==> src/rtl/spi_echo_pkg.sv <==
// Shared widths, response kinds and the CRC-8 routine for the SPI echo target.
package spi_echo_pkg;

    localparam int unsigned ADDR_W  = 7;
    localparam int unsigned DATA_W  = 8;
    localparam int unsigned CRC_W   = 8;
    localparam int unsigned FRAME_W = 1 + ADDR_W + DATA_W;
    localparam int unsigned RSP_W   = FRAME_W + CRC_W;

    localparam logic [CRC_W-1:0]   CRC_POLY     = 8'h07;
    localparam logic [CRC_W-1:0]   CRC_STALE    = 8'h00;
    localparam logic [CRC_W-1:0]   CRC_FAILMARK = 8'hAA;
    localparam logic [FRAME_W-1:0] WORD_SENT    = {FRAME_W{1'b1}};

    // Which pattern the next frame sends back
    typedef enum logic [1:0] {
        RSP_STALE  = 2'd0,
        RSP_LOADED = 2'd1,
        RSP_CRCERR = 2'd2
    } rsp_kind_t;

    // Bitwise CRC, MSB first, start value zero, no final inversion
    function automatic logic [CRC_W-1:0] crc_calc(input logic [FRAME_W-1:0] d);
        logic [CRC_W-1:0] c;
        logic             fb;
        c = '0;
        for (int i = FRAME_W - 1; i >= 0; i--) begin
            fb = c[CRC_W-1] ^ d[i];
            c  = {c[CRC_W-2:0], 1'b0};
            if (fb) c = c ^ CRC_POLY;
        end
        return c;
    endfunction

endpackage

==> src/rtl/spi_echo_sync.sv <==
// Multi-bit synchronizer with edge pulses.
// Assumes each input bit is an independent level; the edge pulses are
// one clk cycle wide and arrive STAGES+1 cycles after the pin changes.
module spi_echo_sync #(
    parameter int unsigned WIDTH  = 3,
    parameter int unsigned STAGES = 2,
    parameter logic [WIDTH-1:0] RST_VAL = '0
) (
    input  logic             clk,
    input  logic             rst_n,
    input  logic [WIDTH-1:0] d_in,
    output logic [WIDTH-1:0] q,
    output logic [WIDTH-1:0] rise,
    output logic [WIDTH-1:0] fall
);

    logic [WIDTH-1:0] pipe [STAGES];
    logic [WIDTH-1:0] prev;

    generate
        for (genvar s = 0; s < STAGES; s++) begin : g_stage
            if (s == 0) begin : g_first
                // First flop of the chain samples the raw pins
                always_ff @(posedge clk) begin
                    if (!rst_n) pipe[0] <= RST_VAL;
                    else        pipe[0] <= d_in;
                end
            end else begin : g_next
                // Later flops settle metastability
                always_ff @(posedge clk) begin
                    if (!rst_n) pipe[s] <= RST_VAL;
                    else        pipe[s] <= pipe[s-1];
                end
            end
        end
    endgenerate

    // Delayed copy for edge detection
    always_ff @(posedge clk) begin
        if (!rst_n) prev <= RST_VAL;
        else        prev <= pipe[STAGES-1];
    end

    assign q    = pipe[STAGES-1];
    assign rise = q & ~prev;
    assign fall = ~q & prev;

endmodule

==> src/rtl/spi_echo_rx.sv <==
// Frame receiver: shifts MOSI on rising SCLK, counts bits up to the frame
// length chosen when CS fell, and judges the frame when CS rises.
// Assumes SCLK idles low (mode 0) and that CS edges and SCLK edges do not
// land in the same synchronized cycle.
module spi_echo_rx
    import spi_echo_pkg::*;
(
    input  logic               clk,
    input  logic               rst_n,
    input  logic               cs_act,
    input  logic               cs_start,
    input  logic               cs_end,
    input  logic               sclk_rise,
    input  logic               mosi,
    input  logic               crc_en,
    output logic               frame_done,
    output logic               frame_bad,
    output logic               frame_good,
    output logic [FRAME_W-1:0] frame_word
);

    localparam int unsigned CNT_W = $clog2(RSP_W + 1);

    logic [RSP_W-1:0] shreg;
    logic [CNT_W-1:0] bit_cnt;
    logic [CNT_W-1:0] need;
    logic             crc_mode;
    logic             full;
    logic             crc_ok;

    // Frame length follows the mode latched at CS fall
    assign need = crc_mode ? CNT_W'(RSP_W) : CNT_W'(FRAME_W);
    assign full = (bit_cnt == need);

    // Capture MOSI bits until the frame length is reached
    always_ff @(posedge clk) begin
        if (!rst_n) begin
            shreg    <= '0;
            bit_cnt  <= '0;
            crc_mode <= 1'b0;
        end else if (cs_start) begin
            bit_cnt  <= '0;
            crc_mode <= crc_en;
        end else if (cs_act && sclk_rise && (bit_cnt < need)) begin
            shreg   <= {shreg[RSP_W-2:0], mosi};
            bit_cnt <= bit_cnt + 1'b1;
        end
    end

    // Frame word sits above the CRC byte only when checking is on
    assign frame_word = crc_mode ? shreg[RSP_W-1:CRC_W] : shreg[FRAME_W-1:0];
    assign crc_ok     = (crc_calc(frame_word) == shreg[CRC_W-1:0]);

    assign frame_done = cs_end && full;
    assign frame_bad  = frame_done && crc_mode && !crc_ok;
    assign frame_good = frame_done && !frame_bad;

endmodule

==> src/rtl/spi_echo_tx.sv <==
// Response selector and MISO shifter. Keeps the loaded word and the kind
// of answer due, builds the response word at CS fall and shifts it out on
// falling SCLK. Assumes at most one load per frame gap is meaningful.
module spi_echo_tx
    import spi_echo_pkg::*;
(
    input  logic               clk,
    input  logic               rst_n,
    input  logic               cs_act,
    input  logic               cs_start,
    input  logic               sclk_fall,
    input  logic               ld_en,
    input  logic [FRAME_W-1:0] ld_word,
    input  logic               frame_done,
    input  logic               frame_bad,
    output logic               miso,
    output logic               rsp_upd
);

    rsp_kind_t          kind;
    logic [FRAME_W-1:0] out_buf;
    logic [RSP_W-1:0]   rsp;
    logic [RSP_W-1:0]   shreg;

    // Track what the next frame should answer; a load beats a frame end
    always_ff @(posedge clk) begin
        if (!rst_n) begin
            kind    <= RSP_STALE;
            out_buf <= '0;
        end else if (ld_en) begin
            kind    <= RSP_LOADED;
            out_buf <= ld_word;
        end else if (frame_done) begin
            kind    <= frame_bad ? RSP_CRCERR : RSP_STALE;
        end
    end

    // Assemble the full response word for the chosen kind
    always_comb begin
        unique case (kind)
            RSP_LOADED: rsp = {out_buf, crc_calc(out_buf)};
            RSP_CRCERR: rsp = {WORD_SENT, CRC_FAILMARK};
            default:    rsp = {WORD_SENT, CRC_STALE};
        endcase
    end

    // Load at CS fall, shift after each falling SCLK edge
    always_ff @(posedge clk) begin
        if (!rst_n)                   shreg <= '0;
        else if (cs_start)            shreg <= rsp;
        else if (cs_act && sclk_fall) shreg <= {shreg[RSP_W-2:0], 1'b0};
    end

    assign miso    = cs_act & shreg[RSP_W-1];
    assign rsp_upd = (kind == RSP_LOADED);

endmodule

==> src/rtl/spi_echo_target.sv <==
// SPI mode 0 target front end. Synchronizes the SPI pins, receives
// fixed frames, hands accepted frames to internal logic through a
// valid/ready buffer and echoes the loaded response on the next frame.
// Assumes SCLK is at least eight times slower than clk.
module spi_echo_target
    import spi_echo_pkg::*;
#(
    parameter int unsigned SYNC_STAGES = 2
) (
    input  logic               clk,
    input  logic               rst_n,
    input  logic               spi_sclk,
    input  logic               spi_cs_n,
    input  logic               spi_mosi,
    output logic               spi_miso,
    input  logic               crc_en,
    output logic               in_valid,
    input  logic               in_ready,
    output logic [FRAME_W-1:0] in_word,
    input  logic               ld_en,
    input  logic [FRAME_W-1:0] ld_word
);

    localparam int unsigned PIN_N   = 3;
    localparam int unsigned P_SCLK  = 0;
    localparam int unsigned P_CS    = 1;
    localparam int unsigned P_MOSI  = 2;
    localparam logic [PIN_N-1:0] PIN_RST = 3'b010;

    logic [PIN_N-1:0]   pin_q, pin_rise, pin_fall;
    logic               cs_act, cs_start, cs_end, sclk_rise, sclk_fall;
    logic               frame_done, frame_bad, frame_good;
    logic [FRAME_W-1:0] frame_word;
    logic               rsp_upd;
    logic               unused_edges;

    spi_echo_sync #(
        .WIDTH   (PIN_N),
        .STAGES  (SYNC_STAGES),
        .RST_VAL (PIN_RST)
    ) u_sync (
        .clk   (clk),
        .rst_n (rst_n),
        .d_in  ({spi_mosi, spi_cs_n, spi_sclk}),
        .q     (pin_q),
        .rise  (pin_rise),
        .fall  (pin_fall)
    );

    assign cs_act       = ~pin_q[P_CS];
    assign cs_start     = pin_fall[P_CS];
    assign cs_end       = pin_rise[P_CS];
    assign sclk_rise    = pin_rise[P_SCLK];
    assign sclk_fall    = pin_fall[P_SCLK];
    assign unused_edges = pin_rise[P_MOSI] ^ pin_fall[P_MOSI];

    spi_echo_rx u_rx (
        .clk        (clk),
        .rst_n      (rst_n),
        .cs_act     (cs_act),
        .cs_start   (cs_start),
        .cs_end     (cs_end),
        .sclk_rise  (sclk_rise),
        .mosi       (pin_q[P_MOSI]),
        .crc_en     (crc_en),
        .frame_done (frame_done),
        .frame_bad  (frame_bad),
        .frame_good (frame_good),
        .frame_word (frame_word)
    );

    spi_echo_tx u_tx (
        .clk        (clk),
        .rst_n      (rst_n),
        .cs_act     (cs_act),
        .cs_start   (cs_start),
        .sclk_fall  (sclk_fall),
        .ld_en      (ld_en),
        .ld_word    (ld_word),
        .frame_done (frame_done),
        .frame_bad  (frame_bad),
        .miso       (spi_miso),
        .rsp_upd    (rsp_upd)
    );

    // Incoming buffer: newest good frame wins, ready empties it
    always_ff @(posedge clk) begin
        if (!rst_n) begin
            in_valid <= 1'b0;
            in_word  <= '0;
        end else if (frame_good) begin
            in_valid <= 1'b1;
            in_word  <= frame_word;
        end else if (in_ready) begin
            in_valid <= 1'b0;
        end
    end

endmodule

==> config.mk <==
export PLATFORM = sky130hd
export DESIGN_NAME = spi_echo_target
export DESIGN_NICKNAME = d
export VERILOG_FILES = /design/src/rtl/spi_echo_pkg.sv /design/src/rtl/spi_echo_sync.sv /design/src/rtl/spi_echo_rx.sv /design/src/rtl/spi_echo_tx.sv /design/src/rtl/spi_echo_target.sv
export SDC_FILE = /design/constraint.sdc
export NUM_CORES = 1
export LEC_CHECK = 0
export ABC_CLOCK_PERIOD_IN_PS = 3300
export BUFFER_PORTS_ARGS = -buffer_cell sky130_fd_sc_hd__buf_4
export CORE_MARGIN = 1
export CORE_UTILIZATION = 30
export CTS_BUF_LIST = sky130_fd_sc_hd__clkbuf_4
export DETAILED_ROUTE_END_ITERATION = 10
export SYNTH_ARGS = -nofsm -noshare
export SYNTH_HDL_FRONTEND = slang
export SYNTH_SLANG_ARGS = --single-unit
==> constraint.sdc <==
create_clock -name clk -period 3.3 [get_ports clk]
set_clock_uncertainty 0.15 [all_clocks]
set_input_delay 0.495 -clock clk [delete_from_list [all_inputs] [get_ports clk]]
set_output_delay 0.495 -clock clk [all_outputs]
set_load 0.05 [all_outputs]
### Yosys cells after proc, flatten, opt, wreduce, memory -nomap -nowiden

Memories as Yosys holds them, arrays and structs flattened.
Index checks and enable logic that the tools add are counted.

* output and inout port bits: 18
* memories: 1
* flip-flop bits (word level): 91
* RAM bits: 6
* input bits: 24

* reductions and logical operators: 15
* magnitude comparators: 1
* equal/unequal tests: 4
* muxes and demuxes: 61
* add/subtract/negate cells: 1
* bitwise operators: 70

Memory list
* u_sync.pipe: depth 2, bits a word 3, read ports 2, clocked after memory_dff 0, write ports 2, line spi_echo_sync.sv:17 `logic [WIDTH-1:0] pipe [STAGES];`

Operator list (number)
* $mux 8: 15
* $mux 3: 34
* $not 3->3: 30
* $mux 24: 2
* $pmux 24 s2: 1
* $xor 1x1->1: 25
* $mux 16: 1
* $eq 8x8->1: 1
* $logic_and 1x1->1: 7
* $mux 1: 6
* $reduce_bool 2->1: 3
* $add 5x1->5 const B: 1
* $eq 5x5->1: 1
* $lt 5x5->1: 1
* $xor 1x1->1 const A: 5
* $and 2x2->2: 2
* $mux 4: 1
* $not 2->2: 2
* $reduce_or 2->1: 2
* $not 1->1: 3
* $eq 2x1->1 const B: 1
* $eq 2x2->1 const B: 1
* $logic_not 1->1: 2
* $mux 2: 1
* other kinds (3): 4

### Depth between registers and ports, before layout

* depth after elaboration: 48
* gate-level depth with buffers: 12

### By module

Synthesis repeated with hierarchy kept, for this count alone.

* cell total of the unflattened synthesis: 551
* area, all modules: 5242.5 um^2

Modules (own cells, without submodules)
* spi_echo_tx: area an instance 2180.8 um^2, times used 1, cells an instance 244
* spi_echo_rx: area an instance 2134.5 um^2, times used 1, cells an instance 228
* spi_echo_target: area an instance 653.1 um^2, times used 1, cells an instance 55
* spi_echo_sync: area an instance 274.0 um^2, times used 1, cells an instance 24

### Worst setup path before layout

Ideal clock, no wire load.

* path kind: register to register
* from: register u_rx.shreg[15]
* to: register in_word[4]
* slack: 0.564 ns
* clock period less this slack: 2.736 ns
* required time: 3.014 ns
* cell stages (with the launch flop): 12
* setup time: 0.136 ns
* arrival time: 2.451 ns
* path buffers: 3
* cell sequence: dfxtp_1 clkbuf_1 xnor3_2 xnor2_1 mux2i_1 xnor2_1 or3_4 a221oi_4 a21o_1 buf_6 buf_8 a211oi_1

* word-level cells in the longest chain between the ends: 17
* elaborated cells on any way between the ends: 34

RTL lines
* from (decl): line spi_echo_rx.sv:24 `logic [RSP_W-1:0] shreg;`
* from (signal assigned): line spi_echo_rx.sv:45 `shreg <= {shreg[RSP_W-2:0], mosi};`
* $mux 16 (*): line spi_echo_rx.sv:51 `assign frame_word = crc_mode ? shreg[RSP_W-1:CRC_W] : shreg[FRAME_W-1:0];`
* $mux 3: line spi_echo_pkg.sv:30 `if (fb) c = c ^ CRC_POLY;`
* $xor 1x1->1 or $not 3->3 (tied branches)
* $mux 3: line spi_echo_pkg.sv:30
* $not 3->3 (no source line) or $xor 1x1->1 (tied branches)
* $mux 3: line spi_echo_pkg.sv:30
* $not 3->3 (no source line) or $xor 1x1->1 (tied branches)
* $mux 3: line spi_echo_pkg.sv:30
* $xor 1x1->1 or $not 3->3 (tied branches)
* $mux 3: line spi_echo_pkg.sv:30
* $not 3->3 (no source line) or $xor 1x1->1 (tied branches)
* $mux 3: line spi_echo_pkg.sv:30
* $eq 8x8->1 (*): line spi_echo_rx.sv:52 `assign crc_ok = (crc_calc(frame_word) == shreg[CRC_W-1:0]);`
* $logic_not 1->1 (*): line spi_echo_rx.sv:55 `assign frame_bad = frame_done && crc_mode && !crc_ok;`
* $logic_and 1x1->1 (*): line spi_echo_rx.sv:55
* $logic_not 1->1 (*): line spi_echo_rx.sv:56 `assign frame_good = frame_done && !frame_bad;`
* $logic_and 1x1->1 (*): line spi_echo_rx.sv:56
* to (signal assigned): line spi_echo_target.sv:93 `in_word <= frame_word;`
* to (decl): line spi_echo_target.sv:19 `output logic [FRAME_W-1:0] in_word,`

Every way passes the cells marked *; elsewhere a longest branch is shown, timed or not.
A chain may end at the register's enable or synchronous reset.

### Worst setup path after layout

* from: register u_rx.shreg[3]
* to: register in_word[6]

* word-level cells in the longest chain between the ends: 12

RTL lines
* $mux 16: line spi_echo_rx.sv:51
* $xor 1x1->1: line spi_echo_pkg.sv:28 `fb = c[CRC_W-1] ^ d[i];`
* $mux 3: line spi_echo_pkg.sv:30
* $not 3->3 (no source line)
* $mux 3: line spi_echo_pkg.sv:30
* $not 3->3 (no source line)
* $mux 3: line spi_echo_pkg.sv:30
* $eq 8x8->1 (*): line spi_echo_rx.sv:52
* $logic_not 1->1 (*): line spi_echo_rx.sv:55
* $logic_and 1x1->1 (*): line spi_echo_rx.sv:55
* $logic_not 1->1 (*): line spi_echo_rx.sv:56
* $logic_and 1x1->1 (*): line spi_echo_rx.sv:56

Marked as above.

==> metrics.md <==
| Metric | Value |
|---|---|
| Status | completed |
| Fraction of registers with async set or reset after synthesis | 0% |
| Synth warn | 0 |
| Largest net degree at the start of global routing | 43 |
| Drc violations | 0 |
| GR Util All Layers | 13.52% |
| Switching power total | 0.5625 mW |
| Final Setup Violations | 0 |
| Min-Delay Path Class | in -> reg |
| Top delay family on crit path | XOR/XNOR gates |
| Clock slew at reported path FFs | 0.15 ns |
| Antenna violations before repair | 0 |
| CTS tree | built |
| Drt initial violations | 220 |
| H-tree levels | 3 |
| Routed Antenna Nets | 0 |
| Hold Worst Slack | 0.05084 ns |
| Reg2Reg Depth | 9 |
| Total power draw | 2.222 mW |
| Register area share after synthesis | 38.54% |
| N_diodes | 0 |
| Post-Place Cells | 779 |
| Layout Cells excl Fill | 795 |
| Total CTS buffers | 9 |
| # port buffers | 41 |
| Core Util, Final | 34.53% |
| Top post-synthesis cells by area | dfxtp_1 (39%), mux2i_1 (11%), xnor2_1 (9.9%) |
| Vias in the first global route | 3,788 |
| Core ar. | 16,470 um^2 |
| Switching share of power | 25.32% |
| Core Rows | 47 |
| Cts hold-fix bufs | 0 |
| Fin nets | 599 |
| R2r endpoint | in_word[6] |
| CTS Buffer Depth | 2 |
| Worst R2R Start | u_rx.shreg[3] |
| Mean post-synth cell area | 9.178 um^2 |
| Req. time, crit path | 3.52 ns |
| Post_cts resized | 0 |
| Peak Freq | 334.8 MHz |
| VDD IR-drop max | 0.2170 mV |
| DIE AREA | 17,320 um^2 |
| I/O pin count | 42 |
| Post-synth EDFFs | 0 |
| Post-synth top area cell | dfxtp_1 |
| Min-Delay Path Depth | 2 |
| Die Y-Extent | 131.6 um |
| CP peak stage delay | 0.48 ns |
| Clock share of power | 32.7% |
| RD Place Congestion | 0.8163 |
| Tightest Pin Transition | 0.8929 ns |
| Layout cells sized above 1 | 14.96% |
| Clk sinks | 97 |
| Routed len/inst | 14.39 um |
| Max Cap Violations | 0 |
| Initial core utilization | 30.60% |
| Yosys top cell area share | 38.54% |
| Filler instances | 1,728 |
| Logic pwr share | 11.7% |
| Die X-Extent | 131.6 um |
| Final Hold Viols | 0 |
| Syn_nets | 578 |
| Post-synthesis cell count | 549 |
| Sequential power share | 55.6% |
| Via density | 4.877 |
| Critical Path Sink Type | register |
| Worst Path Buf+Inv | 1 |
| Cell leakage power | 2.192 nW |
| Worst path depth | 9 |
| Arr. time, crit path | 3.20 ns |
| Worst-skew pair later-pin latency | 0.46 ns |
| Critical-path cell list | xnor3_2 -> xnor2_1 -> mux2i_1 -> xnor2_1 -> or3_4 -> a221oi_4 -> buf_4 -> a211oi_1 -> a211oi_1 |
| DRT Pass-1 Iters | 6 |
| Vias | 3,877 |
| Crit Path Max Fanout | 16 |
| WL final | 11,440 um |
| Final min period | 2.987 ns |
| Synth Register Bits | 97 |
| Internal power | 1.659 mW |
| Worst slew margin | 40.47% |
| Global-route wire length before repair | 18,840 um |
| CP Launch Type | register |
| Root Buffer Master | clkbuf_4 |
| Pwr dens | 390.8 nW/um^2 |
| Post-DP HPWL | 8267 um |
| Post-CTS setup buffer count | 0 |
| Distinct cells, synth | 47 |
| Mapped cell area | 5039 um^2 |
| Final Max Tran Viols | 0 |
| Setup TNS Final | 0 ns |
| CP Class | reg -> reg |
| Slowest cell on the critical path | dfxtp_1 |
| RSZ-0062 raised after global routing | no |
| Critical path startpoint | u_rx.shreg[3] |
| Synth Flop Type | dfxtp_1 |
| Last element of the critical path | in_word[6] |
| Gr ovfl total | 0 |
| Final period util | 90.51% |
| Synth-to-layout area growth | 12.84% |
| R2r setup slk | 0.31 ns |
-- through the flow --
| step | cell area [um^2] | worst slack [ns] |
|---|---|---|
| after floorplan | 5039 | 0.5635 |
| after global placement | 5523 | 0.4786 |
| after detailed placement | 5523 | 0.3631 |
| after CTS | 5685 | 0.2991 |
| after global routing | 5685 | 0.1179 |
| final | 5685 | 0.3131 |
-- final cells by class --
class                      instances  area (um^2)  share of cell area (%)
clock buffer                      11        82.58                   1.452
clock inverter                     5        80.08                   1.408
inverter                           7        26.28                  0.4621
multi-input combinational        397         2843                   50.00
sequential                        97         1943                   34.18
tap                              220        275.3                   4.842
timing repair buffer              58        435.4                   7.658
-- sequential cells by signal (all words and copies together) (netlist names), 2 cells and up --
name and flops:
u_sync.prev 2, u_tx.kind 2, u_rx.bit_cnt 5, in_word 16, u_sync.pipe 6, u_rx.shreg 24, u_tx.out_buf 16, u_tx.shreg 24
-- power by group through the flow --
stage          sequential, mW  clock (mW)  combinational, mW
6_report                 1.24       0.726              0.260
5_1_grt                  1.24       0.790              0.285
4_1_cts                  1.24       0.748              0.261
3_5_place_dp             1.26           0              0.261
3_3_place_gp             1.26           0              0.256
2_1_floorplan            1.25           0              0.211
-- routing by layer --
| layer | GRT usage [%] | part of all wire, % | vias up |
|---|---|---|---|
| met3 | 3.704 | 4.6 | 16 |
| met4 | 4.393 | 1.6 | 0 |
| met1 | 16.25 | 44 | 1824 |
| li1 | - | - | 1937 |
| met2 | 23.16 | 50 | 100 |
| met5 | 0 | 0 | - |
-- cells in the final DEF (no fill, tap or decap), types with 2 or more instances in the layout --
cell	instances
a211oi_1	32
a21o_1	3
a21oi_1	38
a221oi_1	15
and2_1	5
and3b_1	2
buf_4	58
bufinv_16	2
clkbuf_4	11
dfxtp_1	96
ha_1	5
inv_1	6
mux2_2	2
mux2i_1	57
nand2_1	69
nand2b_1	6
nand3_1	8
nand4_1	2
nor2_1	29
nor2b_1	7
o211a_1	5
o21ai_0	15
xnor2_1	57
xor2_1	20
-- cell usage after synthesis, drive strengths merged (6+ instances only) --
cell type	number
mux2i	57
nand3	8
xnor2	58
xor2	20
dfxtp	97
nand2b	6
buf	19
nor2b	7
a221oi	16
inv	7
a21oi	38
nand2	69
clkbuf	29
a211oi	33
nor2	29
o21ai	15
-- worst min-delay path by stage --
stage	from	slack, ns	endpoint
floorplan	u_sync.pipe[0][1]	0.24	u_sync.pipe[1][1]
global placement	u_sync.pipe[0][1]	0.24	u_sync.pipe[1][1]
detailed placement	u_sync.pipe[0][1]	0.25	u_sync.pipe[1][1]
CTS	spi_cs_n	0.03	u_sync.pipe[0][1]
global route	spi_cs_n	0.008	u_sync.pipe[0][1]
finish	spi_cs_n	0.05	u_sync.pipe[0][1]
-- logic make-up (layout without fill, tap and decap cells) --
kind of cell | Yosys count | count (layout) | share of synthesized area (%)
AOI/OAI and AO/OA | 116 | 116 | 16.04
xor gates and xnor gates | 81 | 81 | 15.10
adders and majority gates | 5 | 5 | 1.242
buffers and inverters | 55 | 81 | 5.041
DFF | 97 | 97 | 38.54
muxes | 59 | 59 | 11.77
and+or+nand+nor | 136 | 136 | 12.27
Power figures use the tool's default switching activity.
